**src/rtl/crf_pkg.sv**
```systemverilog
package crf_pkg;

    localparam int unsigned FIELDS  = 8;
    localparam int unsigned FIELD_W = 4;
    localparam int unsigned SRC_W   = 64;
    localparam int unsigned CR_W    = FIELDS * FIELD_W;

    typedef enum logic {
        OP_MERGE  = 1'b0,
        OP_SINGLE = 1'b1
    } crf_op_e;

    typedef struct packed {
        logic          valid;
        crf_op_e       op;
        logic [CR_W-1:0] data;
        logic [FIELDS-1:0] mask;
    } crf_req_t;

    typedef struct packed {
        logic            write;
        logic            err;
        logic [CR_W-1:0] next_cr;
    } crf_upd_t;

    // Bitwise select: take a where sel is set, b elsewhere.
    function automatic logic [CR_W-1:0] crf_blend(
        input logic [CR_W-1:0] a,
        input logic [CR_W-1:0] b,
        input logic [CR_W-1:0] sel
    );
        return (a & sel) | (b & ~sel);
    endfunction

endpackage

```
**src/rtl/crf_mask_widen.sv**
```systemverilog
module crf_mask_widen #(
    parameter int unsigned FIELDS  = crf_pkg::FIELDS,
    parameter int unsigned FIELD_W = crf_pkg::FIELD_W,
    localparam int unsigned OUT_W  = FIELDS * FIELD_W
) (
    input  logic [FIELDS-1:0] mask_in,
    output logic [OUT_W-1:0]  mask_out
);
    // Each mask bit drives the nibble at the same relative position.
    for (genvar f = 0; f < FIELDS; f++) begin : g_field
        assign mask_out[f*FIELD_W +: FIELD_W] = {FIELD_W{mask_in[f]}};
    end
endmodule

```
**src/rtl/crf_prio_pick.sv**
```systemverilog
module crf_prio_pick #(
    parameter int unsigned WIDTH = crf_pkg::FIELDS
) (
    input  logic [WIDTH-1:0] req,
    output logic [WIDTH-1:0] grant
);
    // The highest-index bit (top field) has the highest priority.
    logic [WIDTH:0] above;

    assign above[WIDTH] = 1'b0;

    for (genvar i = WIDTH; i > 0; i--) begin : g_chain
        assign grant[i-1] = req[i-1] & ~above[i];
        assign above[i-1] = above[i] | req[i-1];
    end
endmodule

```
**src/rtl/crf_onehot_check.sv**
```systemverilog
module crf_onehot_check #(
    parameter int unsigned WIDTH = crf_pkg::FIELDS
) (
    input  logic [WIDTH-1:0] vec,
    output logic [WIDTH-1:0] picked,
    output logic             is_onehot
);
    crf_prio_pick #(.WIDTH(WIDTH)) u_pick (
        .req   (vec),
        .grant (picked)
    );

    assign is_onehot = (picked == vec) && (|vec);
endmodule

```
**src/rtl/crf_move_unit.sv**
```systemverilog
module crf_move_unit
    import crf_pkg::*;
#(
    parameter int unsigned N_FIELDS = crf_pkg::FIELDS,
    parameter int unsigned F_WIDTH  = crf_pkg::FIELD_W,
    parameter int unsigned SRC_BITS = crf_pkg::SRC_W,
    localparam int unsigned REG_W   = N_FIELDS * F_WIDTH
) (
    input  logic                clk,
    input  logic                rst,
    input  logic                op_valid,
    input  logic                op_sel,
    input  logic [SRC_BITS-1:0] src_val,
    input  logic [N_FIELDS-1:0] fld_mask,
    output logic [REG_W-1:0]    cr_value,
    output logic                mask_onehot,
    output logic                op_done,
    output logic                op_err
);
    crf_req_t req;
    crf_upd_t upd;

    logic [REG_W-1:0]    wide_mask;
    logic [N_FIELDS-1:0] picked_mask;
    logic                oh;

    logic [REG_W-1:0] cr_q;
    logic             done_q;
    logic             err_q;

    always_comb begin
        req.valid = op_valid;
        req.op    = crf_op_e'(op_sel);
        req.data  = src_val[REG_W-1:0];
        req.mask  = fld_mask;
    end

    crf_mask_widen #(
        .FIELDS  (N_FIELDS),
        .FIELD_W (F_WIDTH)
    ) u_widen (
        .mask_in  (req.mask),
        .mask_out (wide_mask)
    );

    crf_onehot_check #(.WIDTH(N_FIELDS)) u_oh (
        .vec       (req.mask),
        .picked    (picked_mask),
        .is_onehot (oh)
    );

    // Update decision: a single-field move goes through the same blend
    // as a merge once the mask is proven to have one bit set.
    always_comb begin
        upd.write   = 1'b0;
        upd.err     = 1'b0;
        upd.next_cr = cr_q;
        if (req.valid) begin
            unique case (req.op)
                OP_MERGE: begin
                    upd.write   = 1'b1;
                    upd.next_cr = crf_blend(req.data, cr_q, wide_mask);
                end
                OP_SINGLE: begin
                    if (oh) begin
                        upd.write   = 1'b1;
                        upd.next_cr = crf_blend(req.data, cr_q, wide_mask);
                    end else begin
                        upd.err = 1'b1;
                    end
                end
                default: upd.err = 1'b1;
            endcase
        end
    end

    always_ff @(posedge clk) begin
        if (rst) begin
            cr_q   <= '0;
            done_q <= 1'b0;
            err_q  <= 1'b0;
        end else begin
            if (upd.write) begin
                cr_q <= upd.next_cr;
            end
            done_q <= req.valid;
            err_q  <= upd.err;
        end
    end

    assign cr_value    = cr_q;
    assign mask_onehot = oh;
    assign op_done     = done_q;
    assign op_err      = err_q;

    logic unused_bits;
    assign unused_bits = ^{src_val[SRC_BITS-1:REG_W], picked_mask};
endmodule

```
**config.mk**
```make
export PLATFORM = sky130hd
export DESIGN_NAME = crf_move_unit
export DESIGN_NICKNAME = d
export VERILOG_FILES = /design/src/rtl/crf_pkg.sv /design/src/rtl/crf_mask_widen.sv /design/src/rtl/crf_prio_pick.sv /design/src/rtl/crf_onehot_check.sv /design/src/rtl/crf_move_unit.sv
export SDC_FILE = /design/constraint.sdc
export NUM_CORES = 1
export LEC_CHECK = 0
export BUFFER_PORTS_ARGS = -buffer_cell sky130_fd_sc_hd__buf_4
export CORE_ASPECT_RATIO = 1.1
export CORE_MARGIN = 3
export CORE_UTILIZATION = 42
export CTS_CLUSTER_DIAMETER = 200
export CTS_CLUSTER_SIZE = 10
export DETAILED_ROUTE_END_ITERATION = 8
export GPL_ROUTABILITY_DRIVEN = 0
export GPL_TIMING_DRIVEN = 0
export PLACE_DENSITY_LB_ADDON = 0.1
export SETUP_SLACK_MARGIN = 0.5
export SYNTH_ARGS = -nofsm -noshare
export SYNTH_HDL_FRONTEND = slang
export SYNTH_SLANG_ARGS = --single-unit
```
**constraint.sdc**
```tcl
create_clock -name clk -period 2.1 [get_ports clk]
set_input_delay 0.315 -clock clk [delete_from_list [all_inputs] [get_ports clk]]
set_output_delay 0.315 -clock clk [all_outputs]
set_load 0.01 [all_outputs]
```
# Word-level counts from Yosys, hierarchy flattened
# Cells that the tools add are included.
dict set report word_totals {
  reg_bits 34
}
dict set report op_classes {
  n_eq_ne 2
  mux 7
  bitwise_logic 26
  n_reduce_logical 4
}
# op n
set op_table {}
lappend op_table {{bitwise AND 32 bit} 2}
lappend op_table {{one-hot mux 32 bit (2 select lines)} 1}
lappend op_table {{2-to-1 mux 34 bit} 1}
lappend op_table {{2-to-1 mux 32 bit} 1}
lappend op_table {{NOT 32 bit} 1}
lappend op_table {{OR 32 bit} 1}
lappend op_table {{NOT 1 bit} 9}
lappend op_table {{OR reduction 8 bit} 1}
lappend op_table {{bitwise AND 1 bit} 7}
lappend op_table {{== test 7 bit} 1}
lappend op_table {{OR 1 bit} 6}
lappend op_table {{2-to-1 mux 1 bit} 3}
lappend op_table {{AND reduction 3 bit} 1}
lappend op_table {{OR reduction 3 bit} 1}
lappend op_table {{inequality test 2 x 1 -> 1 bit, second input constant} 1}
lappend op_table {{one-hot mux 1 bit (2 select lines)} 1}
lappend op_table {{logical AND 1 bit} 1}

# Logic depth before layout (Yosys ltp)
# Gate-level depths: netlist (run 1).
dict set report logic_depth {
  ltp_word 14
  depth_mapped 6
  ltp_nobuf 5
}

# Cells and area by module
# Synthesis (run 1) repeated with hierarchy kept, for this count alone.
dict set report hier_totals {
  cells_unflattened 236
  hier_area_um2 2313.5
}
# module instances cells_per_inst area_per_inst_um2 seq_area_each_um2
set modules_own_cells {}
lappend modules_own_cells {crf_move_unit 1 180 1879.3 680.7}
lappend modules_own_cells {crf_mask_widen 1 32 240.2 0.0}
lappend modules_own_cells {crf_onehot_check 1 13 110.1 0.0}
lappend modules_own_cells {crf_prio_pick 1 11 83.8 0.0}

# Worst setup path before layout (run 1)
# OpenSTA, ideal clock, no wires.
dict set report synth_path {
  path_kind {in2reg}
  from {input fld_mask[4]}
  to {register with a tool-made name}
  setup_ps 124
  t_arrival_ps 1632
  t_required_ps 1976
  path_slack_ps 345
  cell_stages 5
  path_buffers 0
  path_cell_list {nor4_2 > mux2_2 > nor2_4 > o21ai_4 > mux2i_1}
}
# element line
set synth_rtl {}
lappend synth_rtl {{from (decl)} crf_move_unit.sv:14} ;# input logic [N_FIELDS-1:0] fld_mask,

# Final worst setup path (run 1)
dict set report layout_path {
  from {input fld_mask[5]}
  to {output mask_onehot}
}
dict set report layout_via {
  elab_chain_cells 9
  elab_cells_between_ends 19
  classes_between {1 x eq/ne; 16 x bitwise; 2 x reduce/logical}
}
# element line
set layout_rtl {}
lappend layout_rtl {{OR 1 bit (5 in series)} crf_prio_pick.sv:14} ;# assign above[i-1] = above[i] | req[i-1];
lappend layout_rtl {{NOT 1 bit} crf_prio_pick.sv:13} ;# assign grant[i-1] = req[i-1] & ~above[i];
lappend layout_rtl {{bitwise AND 1 bit} crf_prio_pick.sv:13}
lappend layout_rtl {{== test 7 bit} crf_onehot_check.sv:13} ;# assign is_onehot = (picked == vec) && (|vec);
lappend layout_rtl {{logical AND 1 bit (*)} crf_onehot_check.sv:13}
lappend layout_rtl {{to (decl)} crf_move_unit.sv:16} ;# output logic mask_onehot,
# Mark *: on every way between the ends. The rest lies on a longest branch, timed or not.

==> summary.txt, run 1 <==
Run status
  – Run status: finished, final reports clean

Critical path
  – Register-to-Register Setup Slack: roughly 1.5 ns
  – Critical Path Sink Type: output port
  – Worst stage delay on the critical path: ~0.34 ns
  – Buffers & Inverters on Critical Path: 2
  – Arrival time worst endpoint: 1.45 ns
  – Startpoint types: input pin
  – Worst path top cell family by delay: simple AND/OR/NAND/NOR gates
  – Critical-path maximum fanout: 4
  – Cell-by-cell trace of the critical path: buf_8 -> nor4_4 -> mux2_4 -> nor3_2 -> a21oi_2 -> buf_4
  – Slowest stage cell on the critical path: mux2_4
  – Setup Crit Path Kind: in2out
  – WP data required: 1.78 ns

Power
  – Switch share: 24.4%
  – Power per standard cell area: 549 nW/um2
  – Combinational power share: roughly a fifth
  – Net Switching: between 0.3 and 0.4 mW
  – Portion of total power attributed to the clock network: 32.9%
  – Power after layout: 1.43 mW
  – Cell leakage power: roughly 1.1 nW
  – Internal cell power: 1.08 mW
  – Portion of total power attributed to sequential cells: roughly 48%
  – Worst IR Drop VDD: 0.336 mV

Die
  – Overall die area: between 5000 and 6000 um2
  – Placement row count: 24
  – Chip width: about 68 um
  – Die Span Y: around 74 um
  – Top Ports: roughly 110
  – Floorplan core area: roughly 4000 um2
  – Initial Util: between 40% and 50%

Yosys
  – Portion of the post-synthesis area used by sequential elements: roughly two fifths
  – Mapped Nets: ~250
  – Distinct cell type count after synthesis: 21
  – Gate count after technology mapping: 173
  – Syn Std Cell Area: between 1500 and 2000 um2
  – Syn avg cell area: slightly above 10 um2
  – Yosys synthesis warning count: 0
  – Register bit total from synthesis: 34

Routing
  – DRC violations left: 0
  – Total vias in the final route: between 1,500 and 2,000
  – Detail Route Antenna Nets: 0
  – Number of vias per cell: around 4.8
  – DRT Wirelength: 4010 um
  – WL/cell: 12.7 um
  – Drt first-iter violations: 29
  – DRT Pass-1 Iters: 4

CTS
  – Number of hold buffers added after cts: 0
  – Max Buffers Root-to-Sink: 2
  – Htree depth: 2
  – Clock transition at the register clock pins on the worst setup and hold paths after CTS: about 0.060 ns
  – Clock root buffer: clkbuf_8
  – Clock tree from TritonCTS: done
  – Clock Latency Late Sink: approximately 0.28 ns
  – Num Clock Sinks: 34
  – Total CTS buffers: 5

Timing
  – Maximum clock skew at final layout: 0 ns
  – Worst slew margin relative to its limit: between 70 and 80%
  – Unrepaired setup endpoints after global routing: yes
  – Max Fclk: around 570 MHz
  – Summed negative setup slack over all endpoints: 0 ns
  – Number of pins with negative max-slew slack in the final report: 0
  – Final period util: ~84%
  – Total count of hold-check failures in the final report: 0
  – Worst Setup Slack, final: 0.332 ns
  – Worst-Margin Slew: between 0.4 and 0.5 ns
  – Final setup violation count: 0
  – Final hold slack: around 0.26 ns
  – Post-route minimum period: 1.77 ns

Global routing
  – Number of global-route vias before repair: between 1,000 and 1,500
  – GRT Total Usage: about 17%
  – Number of antenna violations at the first check in global routing: 0
  – Pin count of the biggest net entering global routing: 11
  – Global-route wire length before repair: 6550 um
  – Total congestion overflow after global routing: 0

Cells and area
  – Most frequent cells in the layout: buf_4 (79), nand2b_1 (57), dfxtp_1 (34)
  – Share of layout cells above drive strength 1: about two fifths
  – Summed area of non-filler cells in the final layout: roughly 2600 um2
  – Final instance count without filler cells: around 320
  – Final-layout fill cell count: ~390
  – Final cell utilization of the core: approximately 65%
  – Most frequent standard cell in the layout excluding fill and tap cells: buf_4
  – Number of antenna diodes: 0
  – Total area of multi-input combinational cells: between 1000 and 1500 um2
  – Final net count: about 340
  – Sequential Area: approximately 680 um2
  – Area delta synth->final: 47.7%

Placement
  – Placed wire-length estimate: 2980 um
  – Total placed cells including tap cells: 302
  – Placed Area: ~2400 um2
  – Worst slack at placement: 0.134 ns
  – Port buffer count: between 70 and 80

Min path
  – Worst hold-check path type: in2reg

Run
  – Number of maximum-capacitance violations: 0
## tightest hold or removal path: cells and delay by family
family	cells	cell delay, ns
AND/OR/NAND/NOR	1	0.07
buffers and inverters	1	0.08
multiplexers	1	0.05
## metal layers
layer	vias to the layer above	routed length [um]	global-route usage, %
met5	-	0	0
li1	768	-	-
met3	5	312	5.20
met2	46	1890	27.0
met1	705	1740	21.7
met4	0	61	6.08
## cell usage after synthesis, drive strengths merged
master	instances	share of area [%]
nand2	3	0.64
nor3b	2	1.1
nand2b	57	20
mux2	1	0.64
dfxtp	34	39
nor4	1	0.71
xnor2	1	0.50
o21ai	7	6.5
nor3	2	0.57
nor2b	1	0.36
and3b	1	0.50
mux2i	32	18
clkbuf	8	1.7
a21o	1	0.43
nor2	5	1.5
nand4b	7	3.5
a211o	2	1.0
a21oi	1	0.28
nand3b	7	3.0
## power by group through the flow
stage / clock network, mW / registers [mW] / logic, mW
finish: 0.470 / 0.682 / 0.276
global route: 0.515 / 0.685 / 0.301
CTS: 0.487 / 0.682 / 0.278
detailed placement: 0 / 0.696 / 0.262
global placement: 0 / 0.696 / 0.261
floorplan: 0 / 0.707 / 0.117
## final timing paths
check | from | to | cells past startpoint
setup / recovery | fld_mask[5] | mask_onehot | 6
hold / removal | src_val[7] | register | 3
setup reg to reg | register | register | 2
hold reg to reg | register | register | 2
## final cells by class
| class | count | area share (%) |
|---|---|---|
| multi-input combinational | 131 | 41.4 |
| sequential | 34 | 26.2 |
| timing repair buffer | 85 | 25.6 |
| clock buffer | 6 | 3.18 |
| tap | 52 | 2.50 |
| buffer | 8 | 1.15 |
## repair_timing
action	CTS	global route
buffers inserted	7	1
pin swaps	6	4
resized for setup	9	1
endpoints found under the setup margin	29	29
cloned	0	0
## cells by family (layout without fill, tap and decap cells)
family,Yosys count,in the layout,share of synthesized area (%)
compound gates,11,11,8.17
xor+xnor,1,1,0.498
buf+inv,8,99,1.71
flops,34,34,38.7
mux,33,33,18.8
simple gates,86,86,32.1
Note: power is estimated with default switching activity, not from simulation.
==> inputs of run 2 (changes only) <==
clock period = 1.8 ns   (was 2.1 ns; I/O delays follow)
==> run 2 against run 1 <==
- worst setup slack got worse by 0.21 ns
- cell count up 0.32%
- first-iteration DRC count is 34% higher
- critical path depth unchanged
- non-clock buffer count stayed put
- count of clock-buffer cells in the layout rose by 1
- design area is 0.82% higher
- total power up 15%
- die area is the same
- global-route usage is 0.23 points higher
- clock skew did not move
- critical path type unchanged
- highest routed layer unchanged
==> summary.txt, run 2 (synthesized netlist as in run 1, its figures left out) <==
Routing
  – Number of vias per cell: 4.78 (-0.97%)
  – Detail Route Antenna Nets: 0 (unchanged)
  – Drt first-iter violations: 39 (+34%)
  – DRT Pass-1 Iters: 4 (unchanged)
  – Total vias in the final route: 1,514 (-0.66%)
  – WL/cell: 13.3 um (+4.6%)
  – DRT Wirelength: 4200 um (+5.0%)
  – DRC violations left: 0 (unchanged)
  – Met2 wire len: 2070 um (+9.1%)
  – Routed wl met3: 301 um (-3.5%)
  – Top routing layer used: met4
  – M1 wire length: 1790 um (+2.9%)

Power
  – Power per standard cell area: 629 nW/um2 (+14%)
  – Worst IR Drop VDD: 0.372 mV (+11%)
  – Cell leakage power: 1.12 nW (+1.7%)

Cells and area
  – Most frequent standard cell in the layout excluding fill and tap cells: buf_4
  – Share of layout cells above drive strength 1: 40.4% (+0.98 points)
  – Summed area of non-filler cells in the final layout: 2620 um2 (+0.82%)
  – Number of antenna diodes: 0 (unchanged)
  – Most frequent cells in the layout: buf_4 (80), nand2b_1 (57), dfxtp_1 (34)
  – Final instance count without filler cells: 317 (+0.32%)
  – Final net count: 341 (unchanged)
  – Area delta synth->final: 48.9%

Timing
  – Worst-Margin Slew: 0.429 ns (-0.00713 ns)
  – Total count of hold-check failures in the final report: 0 (unchanged)
  – Final setup violation count: 0 (unchanged)
  – Final period util: 93.3%
  – Unrepaired setup endpoints after global routing: yes
  – Post-route minimum period: around 1.7 ns
  – Maximum clock skew at final layout: 0 ns (unchanged)
  – Worst Setup Slack, final: 0.120 ns (-0.211 ns)
  – Worst slew margin relative to its limit: 71.2% (+0.26 points)
  – Number of pins with negative max-slew slack in the final report: 0 (unchanged)
  – Max Fclk: 595 MHz
  – Final hold slack: 0.211 ns (-0.0529 ns)

Critical path
  – Setup Crit Path Kind: in2out
  – Arrival time worst endpoint: 1.41 ns (-0.04 ns)
  – Critical Path Sink Type: output port
  – Startpoint types: input pin
  – WP data required: 1.53 ns (-0.25 ns)
  – Critical-path maximum fanout: 3 (-1)

Global routing
  – GRT Total Usage: 17.3% (+0.23 points)
  – Number of global-route vias before repair: 1,544 (+4.8%)
  – Global-route wire length before repair: 6630 um (+1.3%)
  – Number of antenna violations at the first check in global routing: 0 (unchanged)
  – Total congestion overflow after global routing: 0 (unchanged)
  – Pin count of the biggest net entering global routing: 11 (unchanged)

CTS
  – Clock root buffer: clkbuf_8
  – Clock transition at the register clock pins on the worst setup and hold paths after CTS: 0.06 ns (about the same)
  – Clock Latency Late Sink: 0.28 ns (about the same)
  – Total CTS buffers: 5 (unchanged)
  – Clock tree from TritonCTS: done
  – Num Clock Sinks: 34 (unchanged)
  – Number of hold buffers added after cts: 0 (unchanged)
  – Htree depth: 2 (unchanged)
  – Max Buffers Root-to-Sink: 2 (unchanged)

Die
  – Placement row count: 24 (unchanged)
  – Overall die area: 5010 um2 (unchanged)
  – Top Ports: 111 (unchanged)
  – Die Span Y: 73.9 um (unchanged)
  – Initial Util: 44.1% (unchanged)
  – Floorplan core area: 3990 um2 (unchanged)
  – Chip width: 67.7 um (unchanged)

Placement
  – Total placed cells including tap cells: 302 (unchanged)
  – Worst slack at placement: -0.101 ns (-0.235 ns)
  – Placed wire-length estimate: 3030 um (+1.8%)
  – Placed Area: 2420 um2 (about the same)
  – Port buffer count: 77 (unchanged)

Run
  – Number of maximum-capacitance violations: 0 (unchanged)

Min path
  – Worst hold-check path type: in2reg

Run status
  – Run status: finished, final reports clean
run 2: what timing repair did:
action	in CTS	in global routing
setup endpoints to repair	30	34
buffers inserted	7	1
pin swaps	4	4
gates resized for setup	7	6
run 2: final timing paths:
| check | from | end | slack (ns) | depth (start not counted) |
|---|---|---|---|---|
| worst max-delay path | fld_mask[4] | mask_onehot | 0.12 | 6 |
| worst min-delay path | rst | op_done | 0.21 | 2 |
| worst max register to register | register | register | 1.18 | 2 |
| worst min register to register | register | register | 0.47 | 2 |
run 2: per-layer routing:
layer  vias to the layer above  GRT usage, %
met4                         0          4.73
met5                         -             0
met3                         5          6.27
li1                        773             -
met2                        47          30.4
met1                       689          19.4
run 2: area by class of cell:
type	instances	area, um2
Timing Repair Buffer	85	673
Fill cell	356	1370
Clock buffer	7	76.3
Sequential cell	34	681
Buffer	8	31.3
Tap cell	52	65.1
Multi-Input combinational cell	131	1090
run 2: power by group:
group	switching, mW	internal, mW
clock network	0.254	0.266
logic	0.143	0.189
registers	0.0144	0.781
run 2: metrics by stage:
step	utilization, %	TNS [ns]	power [mW]
floorplan	-	0	0.962
global placement	60.5	-2.56	1.12
detailed placement	60.5	-2.56	1.12
CTS	64.8	0	1.65
global route	65.6	0	1.72
finish	65.6	0	1.65
run 2: worst max-delay path, cell delays in order:
cell,delay (ns)
buf_8,0.10
nor4_4,0.31
mux2_4,0.34
nor3_2,0.19
a21oi_2,0.06
buf_4,0.15
